## src/rtl/mtr_pkg.sv

```systemverilog
package mtr_pkg;
  localparam int FIX_ENTRIES = 88;
  localparam int FIX_IDX_W   = 7;
  localparam int PAGE_BITS   = 12;

  localparam logic [7:0] MT_UC    = 8'h00;
  localparam logic [7:0] MT_WT    = 8'h04;
  localparam logic [7:0] MT_WB    = 8'h06;
  localparam logic [7:0] MT_SPLIT = 8'hFE;
  localparam logic [7:0] MT_OFF   = 8'hFF;

  localparam logic [7:0] WA_VAR  = 8'h60;
  localparam logic [7:0] WA_CTRL = 8'h70;
  localparam logic [7:0] WA_TOP  = 8'h71;
endpackage

```

## src/rtl/mtr_fix_index.sv

```systemverilog
module mtr_fix_index
  import mtr_pkg::*;
#(
  parameter int HI_W = 24
) (
  input  logic [HI_W-1:0]      pg,
  output logic                 in_low,
  output logic [FIX_IDX_W-1:0] idx
);
  // pg is the start address in 4 KiB pages; the first megabyte is 256 pages
  localparam logic [HI_W-1:0] PG_1M   = HI_W'(256);
  localparam logic [HI_W-1:0] PG_512K = HI_W'(128);
  localparam logic [HI_W-1:0] PG_768K = HI_W'(192);

  always_comb begin
    in_low = (pg < PG_1M);
    if (pg < PG_512K)      idx = FIX_IDX_W'(pg[6:4]);
    else if (pg < PG_768K) idx = FIX_IDX_W'(8)  + FIX_IDX_W'(pg[5:2]);
    else                   idx = FIX_IDX_W'(24) + FIX_IDX_W'(pg[5:0]);
  end

  always_comb begin
    if (in_low) assert_fix_idx_in_table_R3: assert (idx < FIX_IDX_W'(FIX_ENTRIES));
  end
endmodule

```

## src/rtl/mtr_var_scan.sv

```systemverilog
module mtr_var_scan
  import mtr_pkg::*;
#(
  parameter int HI_W = 24,
  parameter int NVAR = 8
) (
  input  logic [HI_W-1:0] s_pg,
  input  logic [HI_W-1:0] e_pg,
  input  logic [HI_W-1:0] base_hi [NVAR],
  input  logic [7:0]      kind    [NVAR],
  input  logic [HI_W-1:0] mask_hi [NVAR],
  input  logic [NVAR-1:0] vld,
  output logic            stop,
  output logic [7:0]      stop_type,
  output logic            hit,
  output logic [7:0]      merged
);
  logic            s_in, e_in;
  logic [7:0]      cur;

  always_comb begin
    stop = 1'b0; stop_type = MT_UC; hit = 1'b0; merged = MT_UC;
    s_in = 1'b0; e_in = 1'b0; cur = MT_UC;
    for (int i = 0; i < NVAR; i++) begin
      if (!stop && vld[i]) begin
        s_in = ((s_pg & mask_hi[i]) == (base_hi[i] & mask_hi[i]));
        e_in = ((e_pg & mask_hi[i]) == (base_hi[i] & mask_hi[i]));
        cur  = kind[i];
        if (s_in != e_in) begin
          stop = 1'b1; stop_type = MT_SPLIT;
        end else if (s_in) begin
          if (!hit) begin
            hit = 1'b1; merged = cur;
          end else if (merged == MT_UC || cur == MT_UC) begin
            stop = 1'b1; stop_type = MT_UC;
          end else begin
            if ((merged == MT_WB && cur == MT_WT) || (merged == MT_WT && cur == MT_WB)) begin
              merged = MT_WT; cur = MT_WT;
            end
            if (merged != cur) begin
              stop = 1'b1; stop_type = MT_UC;
            end
          end
        end
      end
    end
  end

  always_comb begin
    if (vld == '0) assert_idle_scan_silent_R5: assert (!hit && !stop);
  end
endmodule

```

## src/rtl/memtype_resolver.sv

```systemverilog
module memtype_resolver
  import mtr_pkg::*;
#(
  parameter int ADDR_W    = 36,
  parameter int NVAR      = 8,
  parameter bit HAS_FIXED = 1'b1
) (
  input  logic              clk,
  input  logic              rst_n,
  input  logic              wr_en,
  input  logic [7:0]        wr_addr,
  input  logic [ADDR_W-1:0] wr_data,
  input  logic              q_valid,
  input  logic [ADDR_W-1:0] q_start,
  input  logic [ADDR_W-1:0] q_end,
  output logic              r_valid,
  output logic [7:0]        r_type
);
  localparam int HI_W = ADDR_W - PAGE_BITS;
  localparam logic [ADDR_W-1:0] FOUR_G = ADDR_W'(64'h1_0000_0000);

  // reset: asserted asynchronously, released on a clock edge
  logic rs_a, rst_q;
  always_ff @(posedge clk or negedge rst_n) begin
    if (!rst_n) begin
      rs_a  <= 1'b0;
      rst_q <= 1'b0;
    end else begin
      rs_a  <= 1'b1;
      rst_q <= rs_a;
    end
  end

  // configuration registers
  logic [7:0]        fix_q     [FIX_ENTRIES];
  logic [HI_W-1:0]   base_hi_q [NVAR];
  logic [7:0]        kind_q    [NVAR];
  logic [HI_W-1:0]   mask_hi_q [NVAR];
  logic [NVAR-1:0]   vld_q;
  logic [7:0]        dflt_q;
  logic              fen_q, ven_q, loaded_q;
  logic [ADDR_W-1:0] top_q;

  for (genvar g = 0; g < FIX_ENTRIES; g++) begin : g_fix
    logic we;
    assign we = wr_en && (wr_addr == 8'(g));
    always_ff @(posedge clk or negedge rst_q) begin
      if (!rst_q)  fix_q[g] <= '0;
      else if (we) fix_q[g] <= wr_data[7:0];
    end
  end

  for (genvar g = 0; g < NVAR; g++) begin : g_var
    logic we_base, we_mask;
    assign we_base = wr_en && (wr_addr == WA_VAR + 8'(2*g));
    assign we_mask = wr_en && (wr_addr == WA_VAR + 8'(2*g + 1));
    always_ff @(posedge clk or negedge rst_q) begin
      if (!rst_q) begin
        base_hi_q[g] <= '0;
        kind_q[g]    <= '0;
        mask_hi_q[g] <= '0;
        vld_q[g]     <= 1'b0;
      end else begin
        if (we_base) begin
          base_hi_q[g] <= wr_data[ADDR_W-1:PAGE_BITS];
          kind_q[g]    <= wr_data[7:0];
        end
        if (we_mask) begin
          mask_hi_q[g] <= wr_data[ADDR_W-1:PAGE_BITS];
          vld_q[g]     <= wr_data[11];
        end
      end
    end
  end

  logic we_ctrl, we_top;
  assign we_ctrl = wr_en && (wr_addr == WA_CTRL);
  assign we_top  = wr_en && (wr_addr == WA_TOP);

  always_ff @(posedge clk or negedge rst_q) begin
    if (!rst_q) begin
      dflt_q <= '0; fen_q <= 1'b0; ven_q <= 1'b0; loaded_q <= 1'b0; top_q <= '0;
    end else begin
      if (we_ctrl) begin
        dflt_q   <= wr_data[7:0];
        fen_q    <= wr_data[10];
        ven_q    <= wr_data[11];
        loaded_q <= 1'b1;
      end
      if (we_top) top_q <= wr_data;
    end
  end

  // lookup datapath
  logic [ADDR_W-1:0]    end_incl;
  logic                 in_low;
  logic [FIX_IDX_W-1:0] fix_idx;
  logic                 stop, hit;
  logic [7:0]           stop_type, merged;

  assign end_incl = q_end - ADDR_W'(1);

  mtr_fix_index #(.HI_W(HI_W)) u_fix (
    .pg(q_start[ADDR_W-1:PAGE_BITS]), .in_low(in_low), .idx(fix_idx)
  );

  mtr_var_scan #(.HI_W(HI_W), .NVAR(NVAR)) u_scan (
    .s_pg(q_start[ADDR_W-1:PAGE_BITS]), .e_pg(end_incl[ADDR_W-1:PAGE_BITS]),
    .base_hi(base_hi_q), .kind(kind_q), .mask_hi(mask_hi_q), .vld(vld_q),
    .stop(stop), .stop_type(stop_type), .hit(hit), .merged(merged)
  );

  logic [7:0] type_d;
  logic       on;
  assign on = loaded_q && (fen_q || ven_q);

  always_comb begin
    if (!on)                                                    type_d = MT_OFF;
    else if (HAS_FIXED && in_low)                               type_d = fix_q[fix_idx];
    else if (!ven_q)                                            type_d = dflt_q;
    else if (stop)                                              type_d = stop_type;
    else if (top_q != '0 && q_start >= FOUR_G && end_incl < top_q) type_d = MT_WB;
    else if (hit)                                               type_d = merged;
    else                                                        type_d = dflt_q;
  end

  always_ff @(posedge clk or negedge rst_q) begin
    if (!rst_q) begin
      r_valid <= 1'b0;
      r_type  <= MT_OFF;
    end else begin
      r_valid <= q_valid;
      if (q_valid) r_type <= type_d;
    end
  end

  assert_valid_follows_R11: assert property (@(posedge clk) disable iff (!rst_q)
    q_valid |=> r_valid);
  assert_hold_when_idle_R11: assert property (@(posedge clk) disable iff (!rst_q)
    !q_valid |=> $stable(r_type));
  assert_off_code_R2: assert property (@(posedge clk) disable iff (!rst_q)
    (q_valid && !(loaded_q && (fen_q || ven_q))) |=> (r_type == MT_OFF));
  assert_fixed_never_split_R3: assert property (@(posedge clk) disable iff (!rst_q)
    (q_valid && HAS_FIXED && q_start < ADDR_W'(32'h100000)) |=> (r_type != MT_SPLIT));
endmodule

```

## config.mk

```make
export PLATFORM = sky130hd
export DESIGN_NAME = memtype_resolver
export DESIGN_NICKNAME = d
export VERILOG_FILES = /design/src/rtl/mtr_pkg.sv /design/src/rtl/mtr_fix_index.sv /design/src/rtl/mtr_var_scan.sv /design/src/rtl/memtype_resolver.sv
export SDC_FILE = /design/constraint.sdc
export NUM_CORES = 2
export LEC_CHECK = 0
export BUFFER_PORTS_ARGS = -buffer_cell sky130_fd_sc_hd__buf_2
export CAP_MARGIN = 20
export CORE_UTILIZATION = 30
export CTS_BUF_LIST = sky130_fd_sc_hd__clkbuf_2 sky130_fd_sc_hd__clkbuf_4 sky130_fd_sc_hd__clkbuf_8
export CTS_CLUSTER_DIAMETER = 30
export CTS_CLUSTER_SIZE = 25
export DETAILED_ROUTE_END_ITERATION = 8
export HOLD_SLACK_MARGIN = 0.1
export PLACE_DENSITY = 0.54
export SKIP_CTS_REPAIR_TIMING = 1
export SYNTH_ARGS = -nofsm -noshare
export SYNTH_HDL_FRONTEND = slang
export SYNTH_SLANG_ARGS = --single-unit
export TNS_END_PERCENT = 10
```

## constraint.sdc

```tcl
create_clock -name clk -period 75.1 [get_ports clk]
set_clock_uncertainty 0.2 [all_clocks]
set_input_delay 15.02 -clock clk [delete_from_list [all_inputs] [get_ports clk]]
set_output_delay 15.02 -clock clk [all_outputs]
set_load 0.03 [all_outputs]
```

==> results.py <==
metrics = {
    "yosys": {
        "yosysTopAreaCell": "dfrtp_1",
        "ys_types": 103,
        "synth_common_cells": "1210 x dfrtp_1, 1192 x mux2_2, 489 x nand2_1",
        "syn_nets": 6149,
        "postSynthCellCount": 5991,
        "ys.flop_type": "dfrtp_1",
        "async_flop_share_pct": 100,
        "yosys-top-cells-area": "dfrtp_1 46%, mux2_2 20%, xor2_1 3.5%",
        "yosys_warnings": 0,
        "yosysMostFrequentCell": "dfrtp_1",
        "synth_edf_count": 0,
        "netlist.area_leader.share_pct": 45.6,
        "synth_area_mm2": 0.0664,
        "synth_seq_cells": 1218,
        "ys_seq_area_share_pct": 45.9,
        "syn_avg_cell_area_um2": 11.1,
    },
    "finish": {
        "final_cell_count_no_fill": 9378,
        "drive_gt1_share_pct": 33.4,
        "area_delta_synth_final_pct": 17.4,
        "final_util_pct": 35.5,
        "layout.nets": 6318,
    },
    "setup_path": {
        "cp-start-kind": "input port",
        "crit_path_top_delay_cell": "nor4_1",
        "critPathTopFamily": "simple AND/OR/NAND/NOR gates",
        "critPathMaxStageDelay_ns": 0.89,
        "reg2reg_from": "base_hi_q[189]",
        "crit_fanout": 18,
        "crit_path_start": "q_end[14]",
        "cp.buffers_inverters": 5,
        "end_kind": "flop",
        "arrival_ns": 27.22,
        "crit_top_cell": "buf_4",
        "crit_type": "input port to flop",
        "worst_ep_required_time_ns": 75.82,
    },
    "clock_tree": {
        "path_clk_slew_ns": 0.05,
        "cts_buffer_depth": 4,
        "cts.sink_count": 1218,
        "insertion_delay_ns": 1.02,
        "cts_buffers": 348,
        "cts_root_buffer": "clkbuf_8",
        "cts_htree_levels": 5,
        "cts_tree": "built",
    },
    "timing": {
        "relSlewSlack_pct": 21.3,
        "hold_viol": 0,
        "setup_viol": 0,
        "whs_ns": 0.144,
        "finalSetupTns_ns": 0,
        "slew_violations": 0,
        "rsz0062_at_grt": "false",
        "clock.fmax_ghz": 0.0377,
        "fin_crit_sh_pct": 35.3,
        "period_needed_ns": 26.50,
        "tightest_slew_ns": 1.15,
    },
    "floorplanning": {
        "core_mm2": 0.220,
        "initial_utilization_pct": 30.2,
        "num_rows": 172,
        "dieArea_mm2": 0.223,
        "fp.dieH_um": 472,
        "num_io_pins": 129,
        "die-width_um": 472,
    },
    "placed_design": {
        "gp_congestion": 0.942,
        "dpl.cell_count": 8766,
        "dp_hpwl_um": 150000,
        "portBuffers": 116,
    },
    "job": {
        "maxCapViolCount": 0,
    },
    "grt": {
        "grt_overflow": 0,
        "grt_pass1_wl_um": 340000,
        "grt_pass1_vias": 51400,
        "track_usage_pct": 20.3,
        "antenna_found_initial": 17,
        "grt_max_degree": 175,
    },
    "power_and_ir_drop": {
        "powerDensity_mw_per_mm2": 24.3,
        "peakVddDrop_mv": 0.0170,
        "power_leakage_nw": 35.7,
        "finalPower_mw": 1.89,
    },
    "drt": {
        "drtPass1Iterations": 7,
        "routedWlPerCell_um": 24.5,
        "routed_wl_um": 230000,
        "dr_total_vias": 50700,
        "drt_iter0_drc": 3899,
        "routed_via_density": 5.41,
        "ant_nets": 0,
        "drcViolationCount": 0,
    },
    "min_path": {
        "hold_path_startpoint": "rs_a",
        "hold_class": "flop to flop",
    },
    "run_status": {
        "run_status": "finished clean",
    },
}
## registers in the layout (all words and copies together), names as in the netlist
| signal | cells |
|---|---|
| loaded_q | 1 |
| r_valid | 1 |
| dflt_q | 8 |
| fix_q | 704 |
| fen_q | 1 |
| rst_q | 1 |
| base_hi_q | 192 |
| rs_a | 1 |
| kind_q | 64 |
| top_q | 36 |
| vld_q | 8 |
| mask_hi_q | 192 |
| r_type | 8 |
| ven_q | 1 |
## report_power, final
group	internal, mW	leakage (nW)	total, mW	switching (mW)
sequential	0.690	16.6	0.715	0.0252
combinational	0.0729	15.0	0.206	0.133
clock	0.623	4.00	0.973	0.350
total	1.39	35.7	1.89	0.508
## cell families after synthesis
family | share of synthesized area [%]
DFF | 45.9
AOI/OAI and AO/OA | 11.6
muxes | 21.5
other | 0.00565
adders and majority gates | 0.716
and+or+nand+nor | 11.0
xor gates and xnor gates | 6.12
buffers and inverters | 3.04
## cell usage in the layout, fill, tap and decap left out, drive strengths merged, types with 19 or more instances in the layout
master,n
nand4,75
xor2,272
buf,242
or4,31
nand2,490
a211oi,292
or3,28
bufinv,24
o221ai,24
a21o,19
nor4,55
and2,140
ha,38
o21ai,108
mux2i,88
nand2b,25
a31oi,100
nor2b,78
nand3,86
inv,107
and3,45
nor3,84
dfrtp,1210
clkbuf,488
xnor2,139
a221oi,20
nand3b,20
a311oi,35
a21oi,150
nor2,173
clkinv,75
o211ai,19
a22oi,133
mux2,1192
## stage by stage
step | setup WS (ns) | instance area, um2
5_1_grt | 48.05 | 77900
2_1_floorplan | 38.45 | 66400
3_3_place_gp | 47.79 | 70300
6_report | 48.60 | 77900
3_5_place_dp | 47.78 | 70300
4_1_cts | 48.86 | 77900
## metal layers
metal,global-route usage (%),wire length (um),up-vias,share of wire [%]
li1,-,-,22400,-
met1,26.3,99100,26100,43
met2,32.1,105000,1687,46
met3,3.90,13400,528,5.8
met4,10.2,11700,6,5.1
met5,0,38,-,0.017
## final timing paths
path,endpoint,slack [ns],cells after the start
max,r_type[0],48.60,35
min,rst_q,0.14,0
max reg2reg,r_type[0],64.74,28
min reg2reg,rst_q,0.14,0
max in group asynchronous,rst_q,60.99,1
min in group asynchronous,fix_q[686],0.19,0
## cell type report
cell class	instances	area, um2
tap	2958	3700
antenna	7	17.5
inverter	106	398
clock buffer	488	6350
fill	21700	142000
sequential	1218	30500
clock inverter	115	1240
timing repair buffer	242	1680
multi-input combinational	4244	34100
Note: power is estimated with default switching activity, not from simulation.
